## src/rtl/efuse_pkg.sv

```systemverilog
package efuse_pkg;
  localparam int BANK_SLOTS = 8;
  localparam int WORD_SLOTS = 256;
  localparam logic [3:0] OFF_STAT   = 4'h0;
  localparam logic [3:0] OFF_STATM  = 4'h1;
  localparam logic [3:0] OFF_ERR    = 4'h2;
  localparam logic [3:0] OFF_ERRM   = 4'h3;
  localparam logic [3:0] OFF_CTRL   = 4'h4;
  localparam logic [3:0] OFF_AHI    = 4'h5;
  localparam logic [3:0] OFF_ALO    = 4'h6;
  localparam logic [3:0] OFF_SDAT   = 4'h7;
  localparam logic [3:0] OFF_KEY    = 4'h8;
  localparam logic [7:0] PROG_KEY   = 8'hAA;
  typedef struct packed {
    logic [2:0] bank;
    logic [7:0] word;
    logic [2:0] bitx;
  } fuse_addr_t;
endpackage

```

## src/rtl/efuse_seq.sv

```systemverilog
module efuse_seq #(
  parameter int PRG_CYCLES = 12,
  parameter int SNS_CYCLES = 5
) (
  input  logic clk,
  input  logic rst_n,
  input  logic start_prg,
  input  logic start_sns,
  output logic busy,
  output logic op_prg,
  output logic done_prg,
  output logic done_sns
);
  localparam int MAXC = (PRG_CYCLES > SNS_CYCLES) ? PRG_CYCLES : SNS_CYCLES;
  localparam int CW = $clog2(MAXC + 1);
  logic [CW-1:0] cnt_q;
  logic last;

  assign last     = busy && (cnt_q == '0);
  assign done_prg = last && op_prg;
  assign done_sns = last && !op_prg;

  always_ff @(posedge clk or negedge rst_n) begin
    if (!rst_n) begin
      busy   <= 1'b0;
      op_prg <= 1'b0;
      cnt_q  <= '0;
    end else if (start_prg) begin
      busy   <= 1'b1;
      op_prg <= 1'b1;
      cnt_q  <= CW'(PRG_CYCLES - 1);
    end else if (start_sns) begin
      busy   <= 1'b1;
      op_prg <= 1'b0;
      cnt_q  <= CW'(SNS_CYCLES - 1);
    end else if (last) begin
      busy   <= 1'b0;
    end else if (busy) begin
      cnt_q  <= cnt_q - 1'b1;
    end
  end


  start_idle_chk: assert property (@(posedge clk) disable iff (!rst_n)
    (start_prg || start_sns) |-> !busy);

  done_busy_chk: assert property (@(posedge clk) disable iff (!rst_n)
    (done_prg || done_sns) |=> !busy);
endmodule

```

## src/rtl/efuse_store.sv

```systemverilog
module efuse_store
  import efuse_pkg::*;
#(
  parameter int IMPL_BANKS = 2,
  parameter int IMPL_WORDS = 32
) (
  input  logic       clk,
  input  logic       rst_n,
  input  fuse_addr_t op_addr,
  input  logic       blow,
  output logic [7:0] sns_data,
  input  logic [2:0] sh_bank,
  input  logic [7:0] sh_word,
  output logic       sh_hit,
  output logic [7:0] sh_data,
  input  logic       ovr_en,
  input  logic [7:0] ovr_data
);
  localparam int N = IMPL_BANKS * IMPL_WORDS;
  logic [7:0] fuse_q [N];
  logic [7:0] shad_q [N];
  logic op_hit;
  int   op_idx, sh_idx;

  always_comb begin
    op_hit   = (int'(op_addr.bank) < IMPL_BANKS) && (int'(op_addr.word) < IMPL_WORDS);
    sh_hit   = (int'(sh_bank) < IMPL_BANKS) && (int'(sh_word) < IMPL_WORDS);
    op_idx   = int'(op_addr.bank) * IMPL_WORDS + int'(op_addr.word);
    sh_idx   = int'(sh_bank) * IMPL_WORDS + int'(sh_word);
    sns_data = '0;
    sh_data  = '0;
    for (int i = 0; i < N; i++) begin
      if (op_hit && i == op_idx) sns_data = fuse_q[i];
      if (sh_hit && i == sh_idx) sh_data = shad_q[i];
    end
  end

  always_ff @(posedge clk or negedge rst_n) begin
    if (!rst_n) begin
      for (int i = 0; i < N; i++) begin
        fuse_q[i] <= '0;
        shad_q[i] <= '0;
      end
    end else begin
      for (int i = 0; i < N; i++) begin
        if (blow) begin
          if (op_hit && i == op_idx) begin
            fuse_q[i] <= fuse_q[i] | (8'h01 << op_addr.bitx);
            shad_q[i] <= fuse_q[i] | (8'h01 << op_addr.bitx);
          end else begin
            shad_q[i] <= fuse_q[i];
          end
        end else if (ovr_en && sh_hit && i == sh_idx) begin
          shad_q[i] <= ovr_data;
        end
      end
    end
  end


  ovr_fuse_chk: assert property (@(posedge clk) disable iff (!rst_n)
    (ovr_en && !blow) |=> $stable(sns_data) || !$stable(op_addr));
endmodule

```

## src/rtl/efuse_ctrl.sv

```systemverilog
module efuse_ctrl
  import efuse_pkg::*;
#(
  parameter int IMPL_BANKS = 2,
  parameter int IMPL_WORDS = 32,
  parameter int PRG_CYCLES = 12,
  parameter int SNS_CYCLES = 5
) (
  input  logic        clk,
  input  logic        rst_n,
  input  logic        host_valid,
  output logic        host_ready,
  input  logic        host_write,
  input  logic [11:0] host_addr,
  input  logic [7:0]  host_wdata,
  output logic        rsp_valid,
  output logic [7:0]  rsp_data,
  input  logic [7:0]  rd_lock,
  input  logic [7:0]  ovr_lock,
  output logic        busy,
  output logic        irq
);
  logic [7:0] statm_q, err_q, errm_q, ahi_q, alo_q, sdat_q, key_q;
  logic [7:0] ctl_q;
  logic       prgd_q, snsd_q;
  fuse_addr_t op_addr_q, tgt;
  logic       op_prg, done_prg, done_sns;
  logic       is_sh, is_ctl, rd_acc, wr_acc, wr_ctl;
  logic       prg_req, key_ok, start_prg, start_sns, wpe, rpe, ope, ovr_en, sh_hit;
  logic [7:0] sns_data, sh_data, err_set, ctl_view;
  logic [3:0] off;

  assign host_ready = 1'b1;
  assign off    = host_addr[3:0];
  assign is_sh  = host_addr[11];
  assign is_ctl = !host_addr[11] && (host_addr[10:4] == '0);
  assign rd_acc = host_valid && !host_write;
  assign wr_acc = host_valid && host_write;
  assign wr_ctl = wr_acc && is_ctl && (off == OFF_CTRL) && !busy;

  assign tgt.bank = ahi_q[5:3];
  assign tgt.word = {ahi_q[2:0], alo_q[7:3]};
  assign tgt.bitx = alo_q[2:0];

  assign key_ok    = (key_q == PROG_KEY);
  assign prg_req   = wr_ctl && host_wdata[0];
  assign start_prg = prg_req && key_ok;
  assign wpe       = prg_req && !key_ok;
  assign start_sns = wr_ctl && !host_wdata[0] && host_wdata[3];

  assign rpe    = rd_acc && is_sh && sh_hit && rd_lock[host_addr[10:8]];
  assign ope    = wr_acc && is_sh && sh_hit && ovr_lock[host_addr[10:8]];
  assign ovr_en = wr_acc && is_sh && sh_hit && !ovr_lock[host_addr[10:8]];
  assign err_set = {1'b0, wpe, ope, rpe, 4'b0};

  assign ctl_view = {ctl_q[7:4], busy && !op_prg, ctl_q[2:1], busy && op_prg};
  assign irq = |({prgd_q, snsd_q} & statm_q[1:0]) || |(err_q & errm_q);

  efuse_seq #(.PRG_CYCLES(PRG_CYCLES), .SNS_CYCLES(SNS_CYCLES)) u_seq (
    .clk(clk), .rst_n(rst_n), .start_prg(start_prg), .start_sns(start_sns),
    .busy(busy), .op_prg(op_prg), .done_prg(done_prg), .done_sns(done_sns)
  );

  efuse_store #(.IMPL_BANKS(IMPL_BANKS), .IMPL_WORDS(IMPL_WORDS)) u_store (
    .clk(clk), .rst_n(rst_n), .op_addr(op_addr_q), .blow(done_prg),
    .sns_data(sns_data), .sh_bank(host_addr[10:8]), .sh_word(host_addr[7:0]),
    .sh_hit(sh_hit), .sh_data(sh_data), .ovr_en(ovr_en), .ovr_data(host_wdata)
  );

  always_ff @(posedge clk or negedge rst_n) begin
    if (!rst_n) begin
      statm_q <= '0; err_q <= '0; errm_q <= '0; ahi_q <= '0; alo_q <= '0;
      sdat_q <= '0; key_q <= '0; ctl_q <= '0; prgd_q <= 1'b0; snsd_q <= 1'b0;
      op_addr_q <= '0; rsp_valid <= 1'b0; rsp_data <= '0;
    end else begin
      begin : flags
        logic w_stat, w_err;
        w_stat = wr_acc && is_ctl && (off == OFF_STAT);
        w_err  = wr_acc && is_ctl && (off == OFF_ERR);
        prgd_q <= (prgd_q && !(w_stat && host_wdata[1])) || done_prg;
        snsd_q <= (snsd_q && !(w_stat && host_wdata[0])) || done_sns;
        err_q  <= (err_q & ~(w_err ? host_wdata : 8'h00)) | err_set;
      end
      if (wr_acc && is_ctl) begin
        case (off)
          OFF_STATM: statm_q <= host_wdata;
          OFF_ERRM:  errm_q  <= host_wdata;
          OFF_AHI:   ahi_q   <= host_wdata;
          OFF_ALO:   alo_q   <= host_wdata;
          OFF_KEY:   key_q   <= host_wdata;
          default: ;
        endcase
      end
      if (wr_ctl) ctl_q <= host_wdata & 8'hF6;
      if (start_prg || start_sns) op_addr_q <= tgt;
      if (done_sns) sdat_q <= sns_data;
      rsp_valid <= rd_acc;
      if (rd_acc) begin
        if (is_sh) rsp_data <= rpe ? 8'h00 : sh_data;
        else if (!is_ctl) rsp_data <= 8'h00;
        else case (off)
          OFF_STAT:  rsp_data <= {busy, 5'b0, prgd_q, snsd_q};
          OFF_STATM: rsp_data <= statm_q;
          OFF_ERR:   rsp_data <= err_q;
          OFF_ERRM:  rsp_data <= errm_q;
          OFF_CTRL:  rsp_data <= ctl_view;
          OFF_AHI:   rsp_data <= ahi_q;
          OFF_ALO:   rsp_data <= alo_q;
          OFF_SDAT:  rsp_data <= sdat_q;
          OFF_KEY:   rsp_data <= key_q;
          default:   rsp_data <= 8'h00;
        endcase
      end
    end
  end


  rsp_next_chk: assert property (@(posedge clk) disable iff (!rst_n)
    (host_valid && !host_write) |=> rsp_valid);

  bad_key_chk: assert property (@(posedge clk) disable iff (!rst_n)
    (wr_ctl && host_wdata[0] && key_q != PROG_KEY) |=> (!busy && err_q[6]));

  prg_done_chk: assert property (@(posedge clk) disable iff (!rst_n)
    done_prg |=> (prgd_q && !busy));

  sns_done_chk: assert property (@(posedge clk) disable iff (!rst_n)
    done_sns |=> (snsd_q && sdat_q == $past(sns_data)));
endmodule

```

## config.mk

```make
export PLATFORM = sky130hd
export DESIGN_NAME = efuse_ctrl
export DESIGN_NICKNAME = d
export VERILOG_FILES = /design/src/rtl/efuse_pkg.sv /design/src/rtl/efuse_seq.sv /design/src/rtl/efuse_store.sv /design/src/rtl/efuse_ctrl.sv
export SDC_FILE = /design/constraint.sdc
export NUM_CORES = 2
export LEC_CHECK = 0
export ABC_AREA = 1
export BUFFER_PORTS_ARGS = -buffer_cell sky130_fd_sc_hd__buf_2
export CAP_MARGIN = 40
export CORE_MARGIN = 2
export CORE_UTILIZATION = 40
export CTS_BUF_LIST = sky130_fd_sc_hd__clkbuf_2 sky130_fd_sc_hd__clkbuf_4 sky130_fd_sc_hd__clkbuf_8
export DETAILED_ROUTE_END_ITERATION = 8
export GPL_TIMING_DRIVEN = 1
export SYNTH_ARGS = -nofsm -noshare
export SYNTH_HDL_FRONTEND = slang
export SYNTH_SLANG_ARGS = --single-unit
```

## constraint.sdc

```tcl
create_clock -name clk -period 9.3 [get_ports clk]
set_input_delay 0.93 -clock clk [delete_from_list [all_inputs] [get_ports clk]]
set_output_delay 0.93 -clock clk [all_outputs]
set_load 0.005 [all_outputs]
```

# Word level (Yosys, flattened, before mapping)
# Cells that the tools add are included.
# word_totals
reg_bits	1117
input_bits	40
output_inout_bits	12
wordCells	1015
# op_classes
add_sub_neg	3
order_cmp	5
n_eq_ne	136
shift	1
n_mux	338
bitwise_logic	69
reduce_logical	317
# ops
cell	count
2-to-1 mux 8 bit	324
equality test 7 x 32 -> 1 bit, first input constant	64
equality test 6 x 32 -> 1 bit, first input constant	32
equality test 5 x 32 -> 1 bit, first input constant	16
bitwise OR 8 bit	64
equality test 4 x 32 -> 1 bit, first input constant	8
logical AND 1 bit	224
nonzero test 2 bit	65
equality test 3 x 32 -> 1 bit, first input constant	4
one-hot mux 8 bit (9 select lines)	1
equality test 2 x 32 -> 1 bit, first input constant	2
logical NOT 32 bit	2
adder 8 x 8 -> 9 bit	2
AND 8 bit	2
equality test 4 x 3 -> 1 bit, second input constant	4
less-than comparator 8 x 6 -> 1 bit, second input constant	2
2-to-1 mux 4 bit	4
AND reduction 2 bit	6
logical NOT 1 bit	9
equality test 4 x 2 -> 1 bit, second input constant	2
equality test 8 bit, second input constant	1
logical NOT 4 bit	2
NOT 8 bit	1
bitwise OR 8 x 7 -> 8 bit	1
15 further kinds	27

# Depth between registers and ports, before layout
# logic_depth
depth_word	69
mapped_depth	45
ltp_nobuf	44

# Hierarchy
# From an unflattened synthesis, not the netlist that was laid out.
# hier_totals
hier_cells	8088
area_unflattened_um2	59407.0
# modules_own_cells
module	n_inst	cells_per_inst	area_per_inst_um2
efuse_store	1	7468	54702.5
efuse_ctrl	1	574	4329.2
efuse_seq	1	46	375.4

# Worst setup path before layout
# Ideal clock, no wire load.
# synth_path
path_kind	in2reg
start	in host_addr[5]
end	reg rsp_data[6]
t_arrival_ns	4.514
path_slack_ns	4.663
stages	44
path_cell_list	ha_1 > fa_1 > inv_1 > nand3_2 > nor2_1 > buf_6 > nand2_1 > nor2_1 > nand2_1 > nand3_1 > nor2_1 > nand4_1 > nor2_1 > nand4_1 > nor2_1 > nand4_1 > nor2_1 > nand4_1 > (+8 left out) > nor2_1 > nand4_1 > nor2_1 > nand4_1 > nor2_1 > nand3_1 > nand2_1 > nand4_1 > nand2_1 > nand4_1 > nand2_1 > nand3_1 > nor2_1 > nand3_1 > nand2_1 > nand3_1 > nand2_1 > a21oi_1
# synth_between
elab_chain_cells	69
word_cells_on_any_way	202
classes_between	add/sub: 1; order compare: 1; eq/ne: 63; mux: 67; reduce/logical: 70
# synth_rtl
item	line	text
start, declared	efuse_ctrl.sv:14	input logic [11:0] host_addr,
adder 8 x 8 -> 9 bit / less-than comparator 8 x 6 -> 1 bit (equally long branches)	efuse_store.sv:29, efuse_store.sv:27	
logical NOT 32 bit / logical AND 1 bit (equally long branches)	efuse_store.sv:34, efuse_store.sv:27	
logical AND 1 bit	efuse_store.sv:34	if (sh_hit && i == sh_idx) sh_data = shad_q[i];
2-to-1 mux 8 bit (64 in series)	efuse_store.sv:34	
2-to-1 mux 8 bit	efuse_ctrl.sv:99	if (is_sh) rsp_data <= rpe ? 8'h00 : sh_data;
2-to-1 mux 8 bit (*)	efuse_ctrl.sv:99	
end signal, assigned	efuse_ctrl.sv:99	
end signal, assigned	efuse_ctrl.sv:102	OFF_STAT: rsp_data <= {busy, 5'b0, prgd_q, snsd_q};
end signal, assigned	efuse_ctrl.sv:103	OFF_STATM: rsp_data <= statm_q;
end, declared	efuse_ctrl.sv:17	output logic [7:0] rsp_data,
# Every way passes the cells marked *; elsewhere a longest branch is shown, timed or not.
# A chain may end at the register's enable or synchronous reset.

# Worst setup path in the final report
# layout_path
start	reg op_addr_q[8] (netlist bit)
end	reg sdat_q[0]
# layout_between
elab_chain_cells	67
word_cells_on_any_way	195
classes_between	add/sub: 1; order compare: 1; eq/ne: 63; mux: 64; reduce/logical: 66
# layout_rtl
item	line	text
start, declared	efuse_ctrl.sv:26	fuse_addr_t op_addr_q, tgt;
start signal, assigned	efuse_ctrl.sv:95	if (start_prg || start_sns) op_addr_q <= tgt;
adder 8 x 8 -> 9 bit / less-than comparator 8 x 6 -> 1 bit (equally long branches)	efuse_store.sv:28, efuse_store.sv:26	
logical NOT 32 bit / logical AND 1 bit (equally long branches)	efuse_store.sv:33, efuse_store.sv:26	
logical AND 1 bit	efuse_store.sv:33	if (op_hit && i == op_idx) sns_data = fuse_q[i];
2-to-1 mux 8 bit (63 in series)	efuse_store.sv:33	
2-to-1 mux 8 bit (*)	efuse_store.sv:33	
end signal, assigned	efuse_ctrl.sv:96	if (done_sns) sdat_q <= sns_data;
end, declared	efuse_ctrl.sv:23	logic [7:0] statm_q, err_q, errm_q, ahi_q, alo_q, sdat_q, key_q;
# Marked as above.

==> flow_summary_export.csv <==
group,metric,value,unit
run_status,status,"completed",
drt,final_antenna_net_count,0,
clock_tree,root_buffer,"clkbuf_8",
floorplanning,num_rows,137,
drt,dr.pass1.iters,6,
synth,synth_warnings,0,
sta,setup_violations,0,
grt,antenna_found_initial,12,
setup_path,slowest_stage,"fa_1",
synth,synth_seq_cells,1117,
setup_path,startpoint_type,"flop",
clock_tree,clk_pin_slew,0.06,ns
floorplanning,core-area,139000,µm²
synth,syn-cell-area,56200,µm²
sta,max_slew.worst_pin.slew,1.08,ns
clock_tree,cts_resized,0,
setup_path,cp_data_arrival_time,8.67,ns
run,drv_cap,0,
synth,syn_avg_cell_area,7.81,µm²
clock_tree,cts_buffers,192,
cells_and_area,layout_common_cells,"1366 x nand2_1, 1117 x dfrtp_1, 1031 x o21ai_0",
drt,totalWireLength,228,mm
clock_tree,htreeDepth,4,
sta,holdWs,0.00284,ns
placement,io_buffers,46,
placement,dp_slack,1.42,ns
synth,synth_nets,7245,
power_and_ir_drop,peakVddDrop,88.6,µV
drt,post-route-drc-count,0,
sta,fin_skew,0.0415,ns
synth,synthArstFlopShare,1.00,
sta,relSlewSlack,0.277,
setup_path,r2r-end,"sdat_q[0]$_DFFE_PN0P_",
floorplanning,dieArea,143000,µm²
grt,grt_first_pass_wirelength,338,mm
setup_path,reg2reg_slack,1.47,ns
sta,hold_violations,0,
cells_and_area,layout-drive-gt1-share,0.102,
floorplanning,ios,52,
cells_and_area,nNetsFinal,7309,
setup_path,cp_max_fo,16,
cells_and_area,post-route-util,0.455,
floorplanning,start_util,0.403,
setup_path,r2r_start,"op_addr_q[8]$_DFFE_PN0P_",
setup_path,r2r_cells,41,
floorplanning,chipHeight,379,µm
drt,drt-vias-per-instance,5.83,
grt,overflow,0,
setup_path,cp.required,10.14,ns
synth,synthFlopType,"dfrtp_1",
sta,fin_setup_tns,0,ns
grt,grt_pass1_vias,51457,
hold_path,hold_path_class,"input port to async pin",
sta,slew_violations,0,
drt,wl_per_cell,24.6,µm
power_and_ir_drop,power.density,159,nW/µm²
sta,post-route-min-period,7.83,ns
drt,drt-initial-drc-count,7213,
grt,grt_max_degree,178,
sta,setup_ws,1.47,ns
power_and_ir_drop,p_leak,0.0264,µW
setup_path,endpoint_kind,"flop",
sta,fmax,0.128,GHz
floorplanning,die_x,379,µm
setup_path,crit_top_cell,"nor2_1",
sta,rsz0062_at_grt,"false",
synth,synth_edf_count,0,
clock_tree,clk_latency,0.97,ns
placement,routabilityCongestion,1.01,
cells_and_area,syn2layout_area_growth,12.9,%
clock_tree,clock_path_buffers,3,
placement,dp_hpwl,156,mm
synth,yosysSeqAreaShare,0.498,
cells_and_area,layout_commonest_cell,"nand2_1",
setup_path,path_class,"flop to flop",
synth,netlist_instances,7195,
setup_path,slowest_delay,0.41,ns
clock_tree,post_cts_buffers,0,
drt,dr_total_vias,54094,
grt,grt_usage,0.317,
sta,period_share,0.842,
clock_tree,cts_sinks,1117,
power_and_ir_drop,power,10100,µW
clock_tree,tritoncts,"built",
clock_tree,hold_buffers,0,
synth,ys_types,49,
-- metrics by stage --
| step | cell area, µm² | instances |
|---|---|---|
| after CTS | 63400 | 9270 |
| after global placement | 58800 | 8891 |
| final | 63400 | 9279 |
| after global routing | 63400 | 9274 |
| after detailed placement | 59300 | 8941 |
| after floorplan | 56200 | 7195 |
-- worst max-delay path by stage --
stage                                   startpoint                 endpoint  slack [ns]  cells after the start
after floorplan                       host_addr[5]  rsp_data[6]$_DFFE_PN0P_        4.66                     44
after global placement                host_addr[8]  rsp_data[2]$_DFFE_PN0P_        1.39                     40
final                     op_addr_q[8]$_DFFE_PN0P_    sdat_q[0]$_DFFE_PN0P_        1.47                     41
after detailed placement              host_addr[8]  rsp_data[2]$_DFFE_PN0P_        1.42                     40
after CTS                 op_addr_q[8]$_DFFE_PN0P_    sdat_q[0]$_DFFE_PN0P_        1.67                     41
after global routing      op_addr_q[8]$_DFFE_PN0P_    sdat_q[0]$_DFFE_PN0P_        1.11                     41
-- worst max-delay path, delay by kind of cell, from the launching register on --
| kind | cells | cell delay (ns) |
|---|---|---|
| and+or+nand+nor | 37 | 6.39 |
| adders and majority gates | 2 | 0.63 |
| DFF | 1 | 0.40 |
| buffers and inverters | 2 | 0.28 |
-- sequential cells by signal (all words and copies together) (netlist names) --
register and cells:
rsp_valid 1, snsd_q 1, ahi_q 8, u_seq.op_prg 1
sdat_q 8, key_q 8, u_seq.cnt_q 4, u_seq.busy 1
err_q 8, ctl_q 6, u_store.shad_q 512, rsp_data 8
u_store.fuse_q 512, errm_q 8, statm_q 8, alo_q 8
op_addr_q 14, prgd_q 1
-- power breakdown --
part	switching, µW	internal [µW]	total, µW
combinational	298	72.2	371
sequential	5.39	4870	4880
clock	2160	2650	4800
-- metal layers --
metal / up-vias / wire, µm / global-route usage
met5: - / 80 / 0
met4: 10 / 12500 / 0.164
met3: 659 / 24100 / 0.0738
met2: 3027 / 98600 / 0.472
met1: 26332 / 93100 / 0.430
li1: 24066 / - / -
-- logic make-up after synthesis --
logic type / count (synthesis) / share of synthesized area
xor+xnor: 3 / 0.000468
fa+ha+maj: 10 / 0.00250
simple gates: 2777 / 0.207
flops: 1117 / 0.498
other cells: 1 / 0.0000668
compound gates: 1884 / 0.190
buf+inv: 1351 / 0.0914
mux: 52 / 0.0104
-- layout make-up --
class / count / area (µm²)
Inverter: 960 / 3610
Timing Repair Buffer: 261 / 2070
Tap cell: 1876 / 2350
Antenna cell: 9 / 22.5
Fill cell: 14056 / 76000
Multi-Input combinational cell: 4727 / 23300
Sequential cell: 1117 / 28000
Clock inverter: 17 / 160
Clock buffer: 312 / 3890
-- synth_stat cells (2+ instances only) --
master	n	share of area
clkbuf_1	342	0.023
dfrtp_1	1117	0.50
nand3_2	6	0.0011
o221ai_1	167	0.026
buf_6	3	0.00060
buf_2	20	0.0018
or2_2	8	0.00089
clkinv_1	10	0.00067
nor4_1	62	0.0069
inv_1	922	0.062
nor2_1	829	0.055
a211oi_1	4	0.00053
nand2_1	1384	0.093
o31ai_1	14	0.0019
o21ai_1	20	0.0018
a221oi_1	15	0.0023
nand2_2	8	0.00089
nand3_1	122	0.011
nand4_1	243	0.027
o21bai_1	45	0.0060
inv_2	28	0.0019
and2_1	2	0.00022
o21ai_0	1031	0.092
a21oi_1	344	0.031
buf_4	4	0.00053
ha_1	8	0.0018
nor3_2	3	0.00053
nor3b_1	2	0.00027
fa_1	2	0.00071
o22ai_1	2	0.00022
a31oi_1	160	0.018
nor3_1	100	0.0089
buf_1	22	0.0015
nor2_2	3	0.00033
o211ai_1	70	0.0094
xor2_1	2	0.00031
mux2_2	52	0.010
a22o_1	8	0.0012
Note: power is estimated with default switching activity, not from simulation.
